## src/rtl/csc_pkg.sv

```systemverilog
package csc_pkg;
    localparam int PIX_W      = 8;
    localparam int NCOMP      = 3;
    localparam int WORD_W     = 16;
    localparam int MAG_W      = 12;
    localparam int SIGN_POS   = 12;
    localparam int FRAC_W     = 10;
    localparam int WPR        = NCOMP + 1;
    localparam int BANK_BYTES = NCOMP * WPR * 2;
    localparam int ADDR_W     = $clog2(BANK_BYTES);
    localparam int PROD_W     = MAG_W + PIX_W + 1;
    localparam int ACC_W      = PROD_W + 4;
    localparam int SH_W       = ACC_W - FRAC_W;
    localparam int LAT        = 3;

    typedef logic [PIX_W-1:0]              pix_t;
    typedef pix_t [NCOMP-1:0]              trio_t;
    typedef logic [BANK_BYTES-1:0][7:0]    bank_t;
    typedef logic [WORD_W-1:0]             cword_t;

    typedef struct packed {
        cword_t [NCOMP-1:0] mul;
        cword_t             ofs;
    } row_cfg_t;

    typedef struct packed {
        logic  valid;
        logic  de;
        logic  sync;
        logic  en;
        logic  swap;
        trio_t raw;
    } side_t;

    function automatic cword_t bank_word(bank_t b, int idx);
        return {b[2*idx], b[2*idx+1]};
    endfunction

    function automatic row_cfg_t row_of(bank_t b, int r);
        row_cfg_t c;
        for (int k = 0; k < NCOMP; k++) c.mul[k] = bank_word(b, r*WPR + k);
        c.ofs = bank_word(b, r*WPR + NCOMP);
        return c;
    endfunction

    function automatic bank_t unity_bank();
        bank_t  b;
        cword_t one;
        b   = '0;
        one = cword_t'(1 << FRAC_W);
        for (int r = 0; r < NCOMP; r++) begin
            b[2*(r*WPR + r)]     = one[15:8];
            b[2*(r*WPR + r) + 1] = one[7:0];
        end
        return b;
    endfunction

    function automatic logic signed [PROD_W-1:0] signed_term(cword_t w, pix_t p);
        logic [PROD_W-2:0] m;
        m = w[MAG_W-1:0] * p;
        return w[SIGN_POS] ? -$signed({1'b0, m}) : $signed({1'b0, m});
    endfunction

    function automatic logic signed [ACC_W-1:0] offset_term(cword_t w);
        logic [ACC_W-1:0] m;
        m = ACC_W'(w[MAG_W-1:0]) << FRAC_W;
        return w[SIGN_POS] ? -$signed(m) : $signed(m);
    endfunction

    function automatic pix_t clamp_pix(logic signed [SH_W-1:0] v);
        if (v[SH_W-1])
            return '0;
        else if (v > $signed({{(SH_W-PIX_W){1'b0}}, {PIX_W{1'b1}}}))
            return '1;
        else
            return v[PIX_W-1:0];
    endfunction
endpackage

```

## src/rtl/csc_coef_bank.sv

```systemverilog
module csc_coef_bank
    import csc_pkg::*;
(
    input  logic              clk,
    input  logic              rst,
    input  logic              wr_en,
    input  logic [ADDR_W-1:0] wr_addr,
    input  logic [7:0]        wr_data,
    input  logic              frame_start,
    output bank_t             active_o
);
    localparam bank_t UNITY = unity_bank();

    bank_t shadow_q;
    bank_t active_q;

    for (genvar i = 0; i < BANK_BYTES; i++) begin : g_byte
        always_ff @(posedge clk) begin
            if (rst) begin
                shadow_q[i] <= UNITY[i];
                active_q[i] <= UNITY[i];
            end else begin
                if (frame_start)
                    active_q[i] <= shadow_q[i];
                if (wr_en && (wr_addr == ADDR_W'(i)))
                    shadow_q[i] <= wr_data;
            end
        end
    end

    assign active_o = active_q;

    // working bank only moves at a frame boundary
    assert_hold_R10: assert property (@(posedge clk) disable iff (rst)
        !frame_start |=> $stable(active_q));
    // the commit takes the shadow contents of the commit edge
    assert_commit_R10: assert property (@(posedge clk) disable iff (rst)
        frame_start |=> (active_q == $past(shadow_q)));
    // out-of-bank writes leave the shadow untouched
    assert_ignore_R11: assert property (@(posedge clk) disable iff (rst)
        (wr_en && (wr_addr >= ADDR_W'(BANK_BYTES))) |=> $stable(shadow_q));
endmodule

```

## src/rtl/csc_row.sv

```systemverilog
module csc_row
    import csc_pkg::*;
(
    input  logic     clk,
    input  logic     rst,
    input  row_cfg_t cfg_i,
    input  trio_t    pix_i,
    output pix_t     res_o
);
    logic signed [PROD_W-1:0] prod_q [NCOMP];
    logic signed [ACC_W-1:0]  ofs_q;
    logic signed [ACC_W-1:0]  acc_q;
    logic signed [ACC_W-1:0]  sum_c;
    logic signed [SH_W-1:0]   sh_c;
    pix_t                     res_q;

    // stage 1: signed products and offset with rounding half
    for (genvar k = 0; k < NCOMP; k++) begin : g_prod
        always_ff @(posedge clk) begin
            if (rst) prod_q[k] <= '0;
            else     prod_q[k] <= signed_term(cfg_i.mul[k], pix_i[k]);
        end
    end

    always_ff @(posedge clk) begin
        if (rst) ofs_q <= '0;
        else     ofs_q <= offset_term(cfg_i.ofs) + $signed(ACC_W'(1 << (FRAC_W-1)));
    end

    // stage 2: accumulate
    always_comb begin
        sum_c = ofs_q;
        for (int k = 0; k < NCOMP; k++)
            sum_c = sum_c + ACC_W'(prod_q[k]);
    end

    always_ff @(posedge clk) begin
        if (rst) acc_q <= '0;
        else     acc_q <= sum_c;
    end

    // stage 3: scale down and clamp
    assign sh_c = SH_W'(acc_q >>> FRAC_W);

    always_ff @(posedge clk) begin
        if (rst) res_q <= '0;
        else     res_q <= clamp_pix(sh_c);
    end

    assign res_o = res_q;
endmodule

```

## src/rtl/color_matrix3.sv

```systemverilog
module color_matrix3
    import csc_pkg::*;
(
    input  logic       clk,
    input  logic       rst,
    input  logic       cfg_we,
    input  logic [4:0] cfg_addr,
    input  logic [7:0] cfg_wdata,
    input  logic       frame_start,
    input  logic       mat_en,
    input  logic       comp_swap,
    input  logic       in_valid,
    input  logic       in_de,
    input  logic       in_sync,
    input  logic [7:0] in_c0,
    input  logic [7:0] in_c1,
    input  logic [7:0] in_c2,
    output logic       out_valid,
    output logic       out_de,
    output logic       out_sync,
    output logic [7:0] out_c0,
    output logic [7:0] out_c1,
    output logic [7:0] out_c2
);
    localparam int CNT_W = $clog2(LAT + 1);

    bank_t    active_bank;
    trio_t    in_trio;
    trio_t    row_res;
    trio_t    sel_c;
    trio_t    fin_c;
    row_cfg_t rcfg [NCOMP];
    side_t    side_in;
    side_t    pipe_q [LAT];
    side_t    tail;

    assign in_trio = {in_c2, in_c1, in_c0};

    csc_coef_bank u_bank (
        .clk         (clk),
        .rst         (rst),
        .wr_en       (cfg_we),
        .wr_addr     (cfg_addr),
        .wr_data     (cfg_wdata),
        .frame_start (frame_start),
        .active_o    (active_bank)
    );

    for (genvar r = 0; r < NCOMP; r++) begin : g_row
        assign rcfg[r] = row_of(active_bank, r);
        csc_row u_row (
            .clk   (clk),
            .rst   (rst),
            .cfg_i (rcfg[r]),
            .pix_i (in_trio),
            .res_o (row_res[r])
        );
    end

    always_comb begin
        side_in       = '0;
        side_in.valid = in_valid;
        side_in.de    = in_de;
        side_in.sync  = in_sync;
        side_in.en    = mat_en;
        side_in.swap  = comp_swap;
        side_in.raw   = in_trio;
    end

    always_ff @(posedge clk) begin
        if (rst) begin
            for (int i = 0; i < LAT; i++) pipe_q[i] <= '0;
        end else begin
            pipe_q[0] <= side_in;
            for (int i = 1; i < LAT; i++) pipe_q[i] <= pipe_q[i-1];
        end
    end

    assign tail  = pipe_q[LAT-1];
    assign sel_c = tail.en ? row_res : tail.raw;

    always_comb begin
        fin_c = sel_c;
        if (tail.swap) begin
            fin_c[0] = sel_c[NCOMP-1];
            fin_c[NCOMP-1] = sel_c[0];
        end
    end

    assign out_valid = tail.valid;
    assign out_de    = tail.de;
    assign out_sync  = tail.sync;
    assign out_c0    = fin_c[0];
    assign out_c1    = fin_c[1];
    assign out_c2    = fin_c[2];

    // cycles since reset, saturating at the pipeline depth
    logic [CNT_W-1:0] settle_q;
    always_ff @(posedge clk) begin
        if (rst)                         settle_q <= '0;
        else if (settle_q != CNT_W'(LAT)) settle_q <= settle_q + 1'b1;
    end

    // qualifiers delayed by exactly the pipeline depth
    assert_latency_R1: assert property (@(posedge clk) disable iff (rst)
        (settle_q == CNT_W'(LAT)) |->
        ({out_valid, out_de, out_sync} == $past({in_valid, in_de, in_sync}, LAT)));
    // bypassed, unswapped pixels leave untouched
    assert_bypass_R8: assert property (@(posedge clk) disable iff (rst)
        ((settle_q == CNT_W'(LAT)) && !$past(mat_en, LAT) && !$past(comp_swap, LAT)) |->
        ({out_c2, out_c1, out_c0} == $past({in_c2, in_c1, in_c0}, LAT)));
endmodule

```

## config.mk

```make
export PLATFORM = sky130hd
export DESIGN_NAME = color_matrix3
export DESIGN_NICKNAME = d
export VERILOG_FILES = /design/src/rtl/csc_pkg.sv /design/src/rtl/csc_coef_bank.sv /design/src/rtl/csc_row.sv /design/src/rtl/color_matrix3.sv
export SDC_FILE = /design/constraint.sdc
export NUM_CORES = 2
export LEC_CHECK = 0
export BUFFER_PORTS_ARGS = -buffer_cell sky130_fd_sc_hd__clkbuf_2
export CAP_MARGIN = 20
export CELL_PAD_IN_SITES_DETAIL_PLACEMENT = 0
export CELL_PAD_IN_SITES_GLOBAL_PLACEMENT = 1
export CORE_ASPECT_RATIO = 0.6
export CORE_UTILIZATION = 30
export CTS_CLUSTER_DIAMETER = 200
export DETAILED_ROUTE_END_ITERATION = 7
export PLACE_DENSITY = 0.5
export SYNTH_ARGS = -nofsm -noshare
export SYNTH_HDL_FRONTEND = slang
export SYNTH_HIERARCHICAL = 1
export SYNTH_SLANG_ARGS = --single-unit
export TNS_END_PERCENT = 100
```

## constraint.sdc

```tcl
create_clock -name clk -period 8.16 [get_ports clk]
set_clock_uncertainty 0.2 [all_clocks]
set_input_delay 1.632 -clock clk [delete_from_list [all_inputs] [get_ports clk]]
set_output_delay 1.632 -clock clk [all_outputs]
set_load 0.05 [all_outputs]
```

==> results.md <==
* Run status: finished clean
* CP most frequent cell: fa_1
* Vias per cell at 4.69
* Final Max Slew Viols at 0
* Critical path's top delay family: adder cells
* Largest net degree at the start of global routing at 162
* Count of final setup violators at 0
* Global-route wire length before repair at roughly 280000 µm
* Post-CTS Setup Bufs at 0
* Core Box Area at 0.200 mm²
* Worst skew pair latency at 0.70 ns
* Fin cells at slightly above 9000
* Syn avg cell area at about 9.3 µm²
* Mapped Cells at 6517
* PwrDens at 119 mW/mm²
* Crit path kind: in -> reg
* Share of cells above drive strength 1 at 0.0651
* Max incr delay on CP at 0.60 ns
* Startpoint Class: input pin
* Crit path capture type: flip-flop
* FP Rows at 127
* Clk root buf: clkbuf_16
* Drt drc at 0
* Cts repair resizes at 0
* Die X at ~580 µm
* Required @ worst endpoint at 8.52 ns
* CTS H-tree lvls at 3
* Die area at about 0.20 mm²
* Total track usage at 0.184
* CP cell instances: clkbuf_2 -> buf_12 -> and2_1 -> fa_1 -> fa_1 -> fa_1 -> inv_1 -> fa_1 -> inv_1 -> ha_1 -> and2_4 -> a41o_1 -> o211a_1 -> o41ai_4 -> o21ai_1 -> a21oi_1 -> xor2_1 -> a21oi_1 -> mux2i_1
* Worst path buffer plus inverter count at 4
* Routed Antenna Nets at 0
* Layout area overhead at 9.92%
* Critical path's slowest cell: xor2_1
* Inserted Clock Buffers at 80
* Max Fclk at 136 MHz
* I/O Buffers at a little over 70
* Max-cap check violation count at 0
* Post-Syn Area at 0.0606 mm²
* Drt pass-1 iters at 5
* # nets final at ~7700
* Setup TNS at 0 ns
* Post-DP Area at 0.0640 mm²
* Remaining Overflow, GRT at 0
* Final instance area at 0.0666 mm²
* Slew @ Worst Pin at 1.11 ns
* CTS hold repair buffers at 0
* Drt first-iter violations at 2635
* Post-route clock period utilization at 0.901
* Initial antenna violation count at 19
* Worst VDD drop at between 100 and 150 µV
* Power Total at 7.95 mW
* Hold Vio Cnt, Final at 0
* Filler cells at 20800
* Final min period at around 7.4 ns
* Vias post-DR at 43200
* Clock Sinks at about 710
* LEAKAGE at ~33 nW
* Worst EP arrival at roughly 7.7 ns
* Worst hold path class: reg -> reg
* Crit-path max FO at 24
* TritonCTS clock tree: yes
* DP HPWL at between 100000 and 150000 µm
* Mapped Nets at 7685
* GPL Wtd Cong at 0.821
* Wire per inst at 20.1 µm
* IO Count at 73
* RSZ-0062 raised after global routing: false
* YS warnings at 6
* Vias in the first global route at 43200
* Starting Density at 0.303
* Post-Route WL at 186000 µm
* CTS clk-pin slew, worst paths at 0.06 ns
* Max-slew headroom at 0.256
* CTS Buffer Depth at 3
* Cells after DPL at between 9000 and 10000
* Die extent in y at approximately 350 µm
-- state kept, by name, summed over array words and instances (netlist names) --
register            flops
g_row.u_row/acc_q      45
g_row.u_row/prod_q    189
g_row.u_row/ofs_q      48
u_bank/active_o       156
u_bank/shadow_q       156
pipe_q                 87
g_row.u_row/res_o      24
-- power by group --
| group | internal, mW | switching (mW) | total (mW) |
|---|---|---|---|
| Clock | 2.07 | 1.67 | 3.74 |
| Combinational | 0.213 | 0.462 | 0.675 |
| Sequential | 3.49 | 0.0447 | 3.54 |
-- placed cells by master, fill, tap and decap left out, types with 22 or more instances in the layout --
cell / instances
inv_1: 840
dfxtp_1: 704
and2_1: 677
fa_1: 654
nor2_1: 512
ha_1: 468
nand2_1: 372
mux2i_1: 329
nand2b_1: 175
xor2_1: 173
a21oi_1: 165
xnor2_1: 151
o21ai_0: 137
nor2b_1: 110
clkbuf_16: 80
buf_4: 73
clkbuf_2: 70
a21o_1: 67
nor3_1: 62
o21a_1: 58
nand3_1: 46
o31ai_1: 38
and3_1: 38
or3_1: 37
a31oi_1: 31
a211oi_1: 25
nand4_1: 22
-- metrics by stage --
step,worst slack (ns),hold WS (ns),utilization
after floorplan,1.13,0.214,-
after global placement,0.151,0.216,0.319
after detailed placement,0.147,0.223,0.319
after CTS,0.899,0.237,0.333
after global routing,0.641,0.247,0.333
final,0.804,0.236,0.333
-- path summary, 6_finish.rpt --
kind,slack [ns],startpoint,to,cells after the start
max,0.80,in_c1[4],g_row[0].u_row/prod_q[1][19]$_SDFF_PP0_,19
min,0.24,pipe_q[0][38]$_SDFF_PP0_,pipe_q[0][67]$_SDFF_PP0_,1
max reg2reg,1.95,u_bank/active_o[24]$_SDFFE_PP0P_,g_row[0].u_row/prod_q[1][19]$_SDFF_PP0_,18
min reg2reg,0.24,pipe_q[0][38]$_SDFF_PP0_,pipe_q[0][67]$_SDFF_PP0_,1
-- routing by layer --
metal | vias to the layer above | global-route usage | part of all wire
met3 | 124 | 0.0346 | 0.062
met2 | 791 | 0.221 | 0.34
met4 | 2 | 0.0297 | 0.014
li1 | 21000 | - | -
met1 | 21300 | 0.318 | 0.59
met5 | - | 0 | 0.000065
-- final cells by class --
class                   count  area, µm²  share of cell area
well taps                2644       3310              0.0497
multi-input cells        4720      42300               0.635
clock buffers             103       2200              0.0330
clock inverters            43        459             0.00689
flip-flops and latches    705      14100               0.212
inverters                 840       3150              0.0473
repair buffers            153       1090              0.0163
diodes                      4       10.0            0.000150
No activity file was read; power rests on OpenSTA's default activity.
